File: src/rtl/mbus_pkg.sv
package mbus_pkg;

    typedef enum logic [2:0] {
        PH_IDLE = 3'd0,
        PH_T1   = 3'd1,
        PH_T2   = 3'd2,
        PH_TW   = 3'd3,
        PH_T3   = 3'd4,
        PH_HOLD = 3'd5
    } bus_phase_e;

    typedef struct packed {
        logic is_write;
        logic is_io;
    } cyc_kind_t;

    function automatic logic strobe_phase(input bus_phase_e ph);
        return (ph == PH_T2) || (ph == PH_TW) || (ph == PH_T3);
    endfunction

    function automatic logic boundary_phase(input bus_phase_e ph);
        return (ph == PH_IDLE) || (ph == PH_T3);
    endfunction

endpackage

File: src/rtl/mbus_phase_fsm.sv
module mbus_phase_fsm
    import mbus_pkg::*;
(
    input  logic       clk,
    input  logic       rst,
    input  logic       req_valid,
    input  logic       hold_req,
    input  logic       bus_ready,
    output bus_phase_e phase,
    output logic       accept
);
    bus_phase_e nxt;

    assign accept = boundary_phase(phase) && !hold_req && req_valid;

    always_comb begin
        nxt = phase;
        case (phase)
            PH_IDLE, PH_T3: begin
                if (hold_req)       nxt = PH_HOLD;
                else if (req_valid) nxt = PH_T1;
                else                nxt = PH_IDLE;
            end
            PH_T1:        nxt = PH_T2;
            PH_T2, PH_TW: nxt = bus_ready ? PH_T3 : PH_TW;
            PH_HOLD:      nxt = hold_req ? PH_HOLD : PH_IDLE;
            default:      nxt = PH_IDLE;
        endcase
    end

    always_ff @(posedge clk) begin
        if (rst) phase <= PH_IDLE;
        else     phase <= nxt;
    end
endmodule

File: src/rtl/mbus_req_latch.sv
module mbus_req_latch
    import mbus_pkg::*;
#(
    parameter int ADDR_W = 16,
    parameter int DATA_W = 8
) (
    input  logic              clk,
    input  logic              rst,
    input  logic              accept,
    input  logic [ADDR_W-1:0] in_addr,
    input  logic [DATA_W-1:0] in_wdata,
    input  cyc_kind_t         in_kind,
    output logic [ADDR_W-1:0] cur_addr,
    output logic [DATA_W-1:0] cur_wdata,
    output cyc_kind_t         cur_kind
);
    always_ff @(posedge clk) begin
        if (rst) begin
            cur_addr  <= '0;
            cur_wdata <= '0;
            cur_kind  <= '0;
        end else if (accept) begin
            cur_addr  <= in_addr;
            cur_wdata <= in_wdata;
            cur_kind  <= in_kind;
        end
    end
endmodule

File: src/rtl/mbus_pin_mux.sv
module mbus_pin_mux
    import mbus_pkg::*;
#(
    parameter int ADDR_W = 16,
    parameter int DATA_W = 8,
    localparam int HI_W  = ADDR_W - DATA_W
) (
    input  bus_phase_e        phase,
    input  logic [ADDR_W-1:0] cur_addr,
    input  logic [DATA_W-1:0] cur_wdata,
    input  cyc_kind_t         cur_kind,
    output logic [HI_W-1:0]   pin_ahi,
    output logic              pin_ahi_oe,
    output logic [DATA_W-1:0] pin_ad,
    output logic              pin_ad_oe,
    output logic              pin_ale,
    output logic              pin_rd_n,
    output logic              pin_wr_n,
    output logic              pin_iom,
    output logic              pin_ctl_oe,
    output logic              pin_hlda
);
    logic strobing;
    logic owned;

    assign strobing = strobe_phase(phase);
    assign owned    = (phase != PH_HOLD);

    always_comb begin
        pin_ahi    = cur_addr[ADDR_W-1:DATA_W];
        pin_ahi_oe = owned;
        pin_ctl_oe = owned;
        pin_hlda   = !owned;
        pin_iom    = cur_kind.is_io;
        pin_ale    = (phase == PH_T1);
        pin_rd_n   = !(strobing && !cur_kind.is_write);
        pin_wr_n   = !(strobing && cur_kind.is_write);
        if (phase == PH_T1) begin
            pin_ad    = cur_addr[DATA_W-1:0];
            pin_ad_oe = 1'b1;
        end else begin
            pin_ad    = cur_wdata;
            pin_ad_oe = strobing && cur_kind.is_write;
        end
    end
endmodule

File: src/rtl/mbus_rd_capture.sv
module mbus_rd_capture
    import mbus_pkg::*;
#(
    parameter int DATA_W = 8
) (
    input  logic              clk,
    input  logic              rst,
    input  bus_phase_e        phase,
    input  cyc_kind_t         cur_kind,
    input  logic [DATA_W-1:0] lane_in,
    output logic              done,
    output logic [DATA_W-1:0] rdata
);
    always_ff @(posedge clk) begin
        if (rst) begin
            done  <= 1'b0;
            rdata <= '0;
        end else begin
            done <= (phase == PH_T3);
            if (phase == PH_T3 && !cur_kind.is_write)
                rdata <= lane_in;
        end
    end
endmodule

File: src/rtl/mbus_cycle_ctrl.sv
module mbus_cycle_ctrl
    import mbus_pkg::*;
#(
    parameter int ADDR_W = 16,
    parameter int DATA_W = 8,
    localparam int HI_W  = ADDR_W - DATA_W
) (
    input  logic              clk,
    input  logic              rst,
    input  logic              req_valid,
    input  logic [ADDR_W-1:0] req_addr,
    input  logic [DATA_W-1:0] req_wdata,
    input  logic              req_write,
    input  logic              req_io,
    output logic              req_ready,
    output logic              rsp_done,
    output logic [DATA_W-1:0] rsp_rdata,
    output logic [HI_W-1:0]   bus_ahi,
    output logic              bus_ahi_oe,
    output logic [DATA_W-1:0] bus_ad_out,
    output logic              bus_ad_oe,
    input  logic [DATA_W-1:0] bus_ad_in,
    output logic              bus_ale,
    output logic              bus_rd_n,
    output logic              bus_wr_n,
    output logic              bus_iom,
    output logic              bus_ctl_oe,
    input  logic              bus_ready,
    input  logic              hold_req,
    output logic              hold_ack
);
    bus_phase_e        phase;
    logic              accept;
    logic [ADDR_W-1:0] cur_addr;
    logic [DATA_W-1:0] cur_wdata;
    cyc_kind_t         cur_kind;
    cyc_kind_t         in_kind;

    assign in_kind.is_write = req_write;
    assign in_kind.is_io    = req_io;
    assign req_ready        = accept;

    mbus_phase_fsm u_fsm (
        .clk       (clk),
        .rst       (rst),
        .req_valid (req_valid),
        .hold_req  (hold_req),
        .bus_ready (bus_ready),
        .phase     (phase),
        .accept    (accept)
    );

    mbus_req_latch #(.ADDR_W(ADDR_W), .DATA_W(DATA_W)) u_latch (
        .clk       (clk),
        .rst       (rst),
        .accept    (accept),
        .in_addr   (req_addr),
        .in_wdata  (req_wdata),
        .in_kind   (in_kind),
        .cur_addr  (cur_addr),
        .cur_wdata (cur_wdata),
        .cur_kind  (cur_kind)
    );

    mbus_pin_mux #(.ADDR_W(ADDR_W), .DATA_W(DATA_W)) u_mux (
        .phase      (phase),
        .cur_addr   (cur_addr),
        .cur_wdata  (cur_wdata),
        .cur_kind   (cur_kind),
        .pin_ahi    (bus_ahi),
        .pin_ahi_oe (bus_ahi_oe),
        .pin_ad     (bus_ad_out),
        .pin_ad_oe  (bus_ad_oe),
        .pin_ale    (bus_ale),
        .pin_rd_n   (bus_rd_n),
        .pin_wr_n   (bus_wr_n),
        .pin_iom    (bus_iom),
        .pin_ctl_oe (bus_ctl_oe),
        .pin_hlda   (hold_ack)
    );

    mbus_rd_capture #(.DATA_W(DATA_W)) u_cap (
        .clk      (clk),
        .rst      (rst),
        .phase    (phase),
        .cur_kind (cur_kind),
        .lane_in  (bus_ad_in),
        .done     (rsp_done),
        .rdata    (rsp_rdata)
    );
endmodule

File: config.mk
export PLATFORM = sky130hd
export DESIGN_NAME = mbus_cycle_ctrl
export DESIGN_NICKNAME = d
export VERILOG_FILES = /design/src/rtl/mbus_pkg.sv /design/src/rtl/mbus_phase_fsm.sv /design/src/rtl/mbus_req_latch.sv /design/src/rtl/mbus_pin_mux.sv /design/src/rtl/mbus_rd_capture.sv /design/src/rtl/mbus_cycle_ctrl.sv
export SDC_FILE = /design/constraint.sdc
export NUM_CORES = 1
export LEC_CHECK = 0
export BUFFER_PORTS_ARGS = -buffer_cell sky130_fd_sc_hd__buf_4
export CORE_MARGIN = 1.5
export CORE_UTILIZATION = 30
export DETAILED_ROUTE_END_ITERATION = 6
export GPL_TIMING_DRIVEN = 0
export MAX_ROUTING_LAYER = met4
export PLACE_DENSITY = 0.55
export SETUP_SLACK_MARGIN = 0.5
export SYNTH_ARGS = -nofsm -noshare
export SYNTH_HDL_FRONTEND = slang
export SYNTH_SLANG_ARGS = --single-unit
File: constraint.sdc
create_clock -name clk -period 1.9 [get_ports clk]
set_input_delay 0.38 -clock clk [delete_from_list [all_inputs] [get_ports clk]]
set_output_delay 0.38 -clock clk [all_outputs]
set_load 0.02 [all_outputs]
* Word-level counts from Yosys, hierarchy flattened
Cells that the tools add are included.
Word-level totals: register bits after elaboration 38
Cells by class: reduce and logical (&&, ||, !) cells 16, eq/ne operators 6, mux-type cells 7
Operators with widths (number):
- one-hot mux 3 bit (4 select lines) | 1
- two-way mux 3 bit | 3
- two-way mux 8 bit | 1
- equality test 3 x 2 -> 1 bit, second input constant | 2
- equality test 3 bit, second input constant | 2
- logical AND 1 bit | 5
- logical NOT 1 bit | 5
- OR reduction 2 bit | 2
- equality test 3 x 1 -> 1 bit, second input constant | 1
- logical NOT 3 bit | 1
- logical OR 1 bit | 3
- != test 3 bit, second input constant | 1
- two-way mux 1 bit | 2

* Logic depth before layout (Yosys ltp)
Gate-level depths: netlist of the first run.
depth in word-level cells 5, gate-level depth with buffers 6

* By module
From an unflattened synthesis of the first run, not the netlist that was laid out.
Second synthesis, totals: cell total of the unflattened synthesis 165, area, all modules 1745.4 um2
Modules (own cells, without submodules):
- mbus_req_latch | area an instance 943.4 um2, cells each 84, instances 1
- mbus_rd_capture | area an instance 407.9 um2, cells each 37, instances 1
- mbus_pin_mux | area an instance 252.7 um2, cells each 29, instances 1
- mbus_phase_fsm | area an instance 141.4 um2, cells each 15, instances 1

* Worst setup path before layout of the first run
OpenSTA, ideal clock, no wires.
path type flip-flop to output port, start register u_fsm.phase[1], end output bus_ad_oe, arrival time 1.579 ns, cell stages (with the launch flop) 5, path slack -0.059 ns, path through dfxtp_1 buf_2 nor2b_1 o21ai_0 o21ai_0
Between the ends: longest elaborated chain between the ends 5, elaborated cells on any way between the ends 8
RTL lines:
- start, declared | line mbus_phase_fsm.sv:9 | output bus_phase_e phase,
- start signal, assigned | line mbus_phase_fsm.sv:33 | else phase <= nxt;
- equality test 3 x 2 -> 1 bit | line mbus_pkg.sv:18 | return (ph == PH_T2) || (ph == PH_TW) || (ph == PH_T3);
- logical OR 1 bit (2 in series) | line mbus_pkg.sv:18
- logical AND 1 bit | line mbus_pin_mux.sv:43 | pin_ad_oe = strobing && cur_kind.is_write;
- two-way mux 1 bit * | line mbus_pin_mux.sv:38 | if (phase == PH_T1) begin
- end, declared | line mbus_cycle_ctrl.sv:21 | output logic bus_ad_oe,
Every way passes the cells marked *; elsewhere a longest branch is shown, timed or not.

* Worst setup path in the final report of the first run
start register u_fsm.phase[0], end output bus_ad_out[1]
Between the ends: longest elaborated chain between the ends 2
RTL lines:
- equality test 3 x 1 -> 1 bit | line mbus_pin_mux.sv:38
- two-way mux 8 bit | line mbus_pin_mux.sv:38
- end, declared | line mbus_cycle_ctrl.sv:20 | output logic [DATA_W-1:0] bus_ad_out,
No other way between the ends.

==> impl_metrics.json, run 1 <==
{
  "setup_tns_ns": -0.726,
  "post-place-cells": 333,
  "hpwl_um": 2880,
  "ir_worst_vdd_uv": 366,
  "busiest_layer": "met2",
  "r2r_setup_slack_ns": 0.16,
  "p_int_w": 0.00151,
  "synth_cell_types": 25,
  "coreArea_mm2": 0.00520,
  "initial_utilization": 0.315,
  "power_w": 0.00214,
  "postSynthCellCount": 192,
  "switchingPower_w": 0.000628,
  "gr-usage-all-layers": 0.169,
  "crit_fanout": 9,
  "ys_ff_latch": 38,
  "ys_warn_count": 0,
  "status": "finished, violations left",
  "holdPathEnd": "u_cap.rdata[1]$_SDFFE_PP0P_",
  "drv_cap": 0,
  "cts_buffers": 5,
  "cts_num_sinks": 38,
  "multi_input_area_mm2": 0.00110,
  "drtPass1Iterations": 4,
  "whs_ns": 0.334,
  "yosysSeqAreaShare": 0.464,
  "fin_cells": 366,
  "clock_path_buffers": 2,
  "tritoncts": "done",
  "cp.required_ns": 1.52,
  "worst_slew_pin_slew_ns": 0.736,
  "grt_pass1_vias": 1579,
  "use_met2": 0.271,
  "io_buffers": 71,
  "die_x_um": 76.9,
  "regArea_um2": 771,
  "holdPathStages": 3,
  "n_antenna_cell": 0,
  "cp_data_arrival_time_ns": 1.62,
  "grt_pass1_wl_um": 7710,
  "ant_nets": 0,
  "fin_crit_sh": 1.05,
  "hold_viol": 0,
  "seqPwrFrac": 0.413,
  "clk_latency_ns": 0.29,
  "rsz0062_at_grt": "yes",
  "grt_start_max_net_pins": 12,
  "clock_skew_ns": 0.00476,
  "grt_use_met1": 0.207,
  "cts-root-buf": "clkbuf_8",
  "vias": 1657,
  "synth_nets": 231,
  "netSwitchingFraction": 0.294,
  "rr_worst_depth": 8,
  "ios": 73,
  "die_area_mm2": 0.00592,
  "viasPerCell": 4.53,
  "grt_remaining_overflow": 0,
  "drt_iter0_drc": 50,
  "antenna_found_initial": 0,
  "placementRows": 26,
  "htree_levels": 2,
  "die_h_um": 76.9,
  "drc": 0,
  "avgRoutedWirePerCell_um": 13.6,
  "final_max_slew_viol_count": 0,
  "crit_path_start_kind": "flop",
  "critPathCaptureType": "output pin",
  "violations": "negative setup slack",
  "min_period_ns": 2.00,
  "drt_wl_total_um": 4960,
  "min-delay-start": "bus_ad_in[1]",
  "clk_pin_slew_ns": 0.07,
  "pre_cts_ws_ns": -0.0220,
  "slew_headroom": 0.509,
  "layout.nets": 334,
  "gp_congestion": 0.785,
  "grtUsageMet3": 0.0476,
  "timing.final.ws_setup_ns": -0.0972,
  "setup_violations": 9,
  "power-per-cell-area_mw_per_mm2": 665,
  "postSynthAreaPerCell_um2": 8.54,
  "p_leak_nw": 1.38,
  "reg2reg_from": "u_fsm.phase[1]$_SDFF_PP0_",
  "fillers": 446,
  "pwr-share-comb": 0.317,
  "fmax_mhz": 501,
  "synthToLayoutAreaGrowth_pct": 96.2,
  "final_common_cell": "buf_4",
  "drive_gt1_frac": 0.716,
  "final_cell_mix": "buf_4 (74), dfxtp_1 (34), nand2_4 (31), a21oi_2 (30), nand2_1 (27)",
  "min_path_type": "input pin to flop",
  "pwr-share-clk": 0.269,
  "holdBufCountCts": 0,
  "reg2reg_to": "u_latch.cur_wdata[3]$_SDFFE_PP0P_",
  "syn_area_mm2": 0.00164,
  "criticalPathCategory": "flop to output pin"
}
[registers in the layout (all words and copies together), names as in the netlist]
name               cells
u_cap.done             1
u_cap.rdata            8
u_fsm.phase            3
u_latch.cur_addr      16
u_latch.cur_kind       2
u_latch.cur_wdata      8
[synthesized netlist by cell type]
cell	number	area (um^2)
nor4b_2	1	15.0
o21ai_0	4	20.0
a21oi_1	24	120
nand3b_1	2	15.0
and2b_1	1	7.51
a21oi_2	12	105
buf_8	1	15.0
nor2b_1	2	12.5
nor3_1	1	5.00
buf_12	1	20.0
or2b_1	1	7.51
clkbuf_1	5	18.8
nor2_4	1	11.3
o21bai_1	1	7.51
inv_8	1	11.3
mux2i_1	1	10.0
mux2_2	8	90.1
dfxtp_1	38	761
buf_2	3	15.0
buf_4	9	67.6
inv_1	2	7.51
or4b_1	2	20.0
nand2_1	69	259
buf_6	1	11.3
nor3b_1	1	7.51
[metal layers]
metal  wire (um)  vias to the layer above
li1            -                      831
met1        2090                      781
met2        2580                       43
met3         253                        2
met4          37                        0
met5           0                        -
[worst max-delay path by stage]
| stage | depth (start not counted) | endpoint | from |
|---|---|---|---|
| global route | 5 | bus_ad_out[1] | u_fsm.phase[0]$_SDFF_PP0_ |
| CTS | 5 | bus_ad_out[1] | u_fsm.phase[0]$_SDFF_PP0_ |
| detailed placement | 6 | req_ready | hold_req |
| floorplan | 3 | bus_ad_out[0] | u_fsm.phase[0]$_SDFF_PP0_ |
| finish | 5 | bus_ad_out[1] | u_fsm.phase[0]$_SDFF_PP0_ |
| global placement | 4 | bus_ad_out[1] | u_fsm.phase[0]$_SDFF_PP0_ |
[kinds of logic (layout without fill, tap and decap cells)]
kind of cell | Yosys count | count (layout) | share of synthesized area
AOI/OAI and AO/OA | 41 | 41 | 0.154
and+or+nand+nor | 81 | 81 | 0.220
buffers and inverters | 23 | 127 | 0.101
DFF | 38 | 38 | 0.464
muxes | 9 | 9 | 0.0610
[stage by stage]
stage	instance area, um^2	utilization
6_report	3220	0.618
5_1_grt	3220	0.618
4_1_cts	2850	0.548
3_5_place_dp	2300	0.441
3_3_place_gp	2300	0.441
2_1_floorplan	1680	-
[critical path: stages (launching register included)]
cell	delay (ns)
dfxtp_4	0.35
or2b_1	0.27
nor2_4	0.11
buf_12	0.15
mux2_4	0.31
buf_6	0.13
[cell type report]
class	instances	area share
buffer	20	0.0653
clock inverter	1	0.00156
inverter	3	0.00583
tap	70	0.0272
timing repair buffer	96	0.290
multi-input combinational	131	0.343
sequential	38	0.240
clock buffer	7	0.0268
[power groups by stage]
stage	logic (W)	registers, W	clock network, W
finish	0.000680	0.000884	0.000577
global route	0.000723	0.000890	0.000636
CTS	0.000575	0.000872	0.000586
detailed placement	0.000415	0.000890	0
global placement	0.000414	0.000890	0
floorplan	0.000239	0.000896	0
[timing repair]
| item | CTS | global route |
|---|---|---|
| buffers inserted | 15 | 7 |
| cloned | 2 | 1 |
| pin swaps | 15 | 47 |
| gates resized for setup | 77 | 74 |
| endpoints found under the setup margin | 44 | 50 |
(Power assumes the default switching activity.)
==> run 2, diff against run 1 <==
--- a/config.mk
+++ b/config.mk
@@ -9,9 +9,10 @@
 export CORE_MARGIN = 1.5
 export CORE_UTILIZATION = 30
 export DETAILED_ROUTE_END_ITERATION = 6
-export GPL_TIMING_DRIVEN = 0
+export GPL_TIMING_DRIVEN = 1
 export MAX_ROUTING_LAYER = met4
 export PLACE_DENSITY = 0.55
+export REMOVE_ABC_BUFFERS = 1
 export SETUP_SLACK_MARGIN = 0.5
 export SYNTH_ARGS = -nofsm -noshare
 export SYNTH_HDL_FRONTEND = slang
==> impl_metrics.json, run 2 (synthesis results as in run 1) <==
{
  "n_antenna_cell": 0,
  "status": "finished, violations left",
  "io_buffers": 72,
  "crit_path_start_kind": "flop",
  "cts_buffers": 5,
  "reg2reg_from": "u_fsm.phase[0]$_SDFF_PP0_",
  "pre_cts_ws_ns": 0.108,
  "violations": "negative setup slack",
  "drt_wl_total_um": 4540,
  "min_path_type": "input pin to flop",
  "cp-startpoint": "u_fsm.phase[0]$_SDFF_PP0_",
  "holdBufCountCts": 0,
  "antenna_found_initial": 0,
  "holdPathStages": 3,
  "post-place-cells": 321,
  "rsz0062_at_grt": "yes",
  "cts-root-buf": "clkbuf_8",
  "drt_iter0_drc": 82,
  "top_regs": "u_latch.cur_addr x16, u_cap.rdata x8, u_latch.cur_wdata x8",
  "final_cell_mix": "buf_4 (68), nand2_1 (49), dfxtp_1 (36), a21oi_2 (26), buf_6 (17)",
  "hpwl_um": 2630,
  "cp.required_ns": 1.52,
  "final_max_slew_viol_count": 0,
  "drtPass1Iterations": 4,
  "vias": 1574,
  "critPathCaptureType": "output pin",
  "min-delay-start": "bus_ad_in[3]",
  "critical-path-max-stage-delay_ns": 0.34,
  "drv_cap": 0,
  "cp_data_arrival_time_ns": 1.63,
  "power_w": 0.00211,
  "final_common_cell": "buf_4",
  "die_h_um": 76.9,
  "grt_remaining_overflow": 0,
  "timing.final.ws_setup_ns": -0.110,
  "final_core_util": 0.531,
  "grt_start_max_net_pins": 39,
  "use_met2": 0.232,
  "clock_skew_ns": 0.00499,
  "htree_levels": 2,
  "busiest_layer": "met2",
  "ir_worst_vdd_uv": 389,
  "cp_slowest_cell": "mux2_2",
  "ant_nets": 0,
  "layout.nets": 312,
  "viasPerCell": 4.58,
  "fin_crit_sh": 1.06,
  "gr-usage-all-layers": 0.148,
  "slew_headroom": 0.627,
  "tritoncts": "done",
  "die_area_mm2": 0.00592,
  "min_period_ns": 2.01,
  "hold_viol": 0,
  "coreArea_mm2": 0.00520,
  "grt_pass1_vias": 1409,
  "criticalPathCategory": "flop to output pin",
  "die_x_um": 76.9,
  "largest_reg_flops": 16,
  "grtUsageMet3": 0.0595,
  "rr_worst_depth": 7,
  "clk_latency_ns": 0.29,
  "clock_path_buffers": 2,
  "ios": 73,
  "cts_num_sinks": 38,
  "worst_slew_pin_slew_ns": 0.559,
  "power-per-cell-area_mw_per_mm2": 763,
  "whs_ns": 0.332,
  "avgRoutedWirePerCell_um": 13.2,
  "worstPathCellList": "or2b_1 > nor2_4 > buf_12 > mux2_2 > buf_6",
  "fin_cells": 344,
  "setup_violations": 9,
  "fmax_mhz": 498,
  "synthToLayoutAreaGrowth_pct": 68.6,
  "crit_fanout": 9,
  "clk_pin_slew_ns": 0.08,
  "gp_congestion": 0.756,
  "grt_use_met1": 0.176,
  "regMostFlops": "u_latch.cur_addr",
  "placementRows": 26,
  "p_leak_nw": 1.15,
  "grt_pass1_wl_um": 6760,
  "initial_utilization": 0.315,
  "drive_gt1_frac": 0.599,
  "drc": 0
}
==> run 2: cell count changes in the layout (fill, tap and decap cells not counted), sizes merged <==
cell      delta
clkbuf       -3
buf         -21
clkinv       -1
bufinv       +1
clkinvlp     +2
==> run 2: path summary, 6_finish.rpt <==
kind,end,slack (ns)
setup / recovery,bus_ad_out[3],-0.11
hold / removal,u_cap.rdata[3]$_SDFFE_PP0P_,0.33
setup reg to reg,u_latch.cur_addr[3]$_SDFFE_PP0P_,0.20
hold reg to reg,u_latch.cur_addr[15]$_SDFFE_PP0P_,0.46
==> run 2: worst max-delay path: cells and delay by family, from the launching register on <==
| kind | cells | cell delay (ns) |
|---|---|---|
| flops | 1 | 0.32 |
| buf+inv | 2 | 0.27 |
| mux | 1 | 0.34 |
| simple gates | 2 | 0.40 |
==> run 2: area by class of cell <==
type	instances	area, um^2
multi-input cells	131	885
inverters	3	18.8
clock inverters	3	45.0
repair buffers	94	897
clock buffers	5	68.8
flip-flops and latches	38	763
well taps	70	87.6
fillers	506	2440
==> run 2: per-layer routing <==
layer	share of wire	vias to the layer above	wire (um)
met5	0	-	0
met4	0.0073	0	33
met3	0.065	4	294
met2	0.49	59	2210
met1	0.44	731	1990
li1	-	780	-
==> run 2: where the power goes <==
part / switching, W / internal, W
sequential: 0.0000323 / 0.000842
combinational: 0.000254 / 0.000295
clock: 0.000296 / 0.000390
==> run 2: metrics by stage <==
stage	area, um^2	TNS (ns)
6_report	2770	-0.811
5_1_grt	2770	-1.40
4_1_cts	2430	-1.08
3_5_place_dp	2170	0
3_3_place_gp	2170	0
2_1_floorplan	1490	-0.116
==> run 2: repair_timing <==
item                       in CTS  in global routing
setup buffers                   5                  5
gates resized for setup        25                 54
pin swaps                       9                 19
setup endpoints to repair      50                 50
cloned                          0                  5
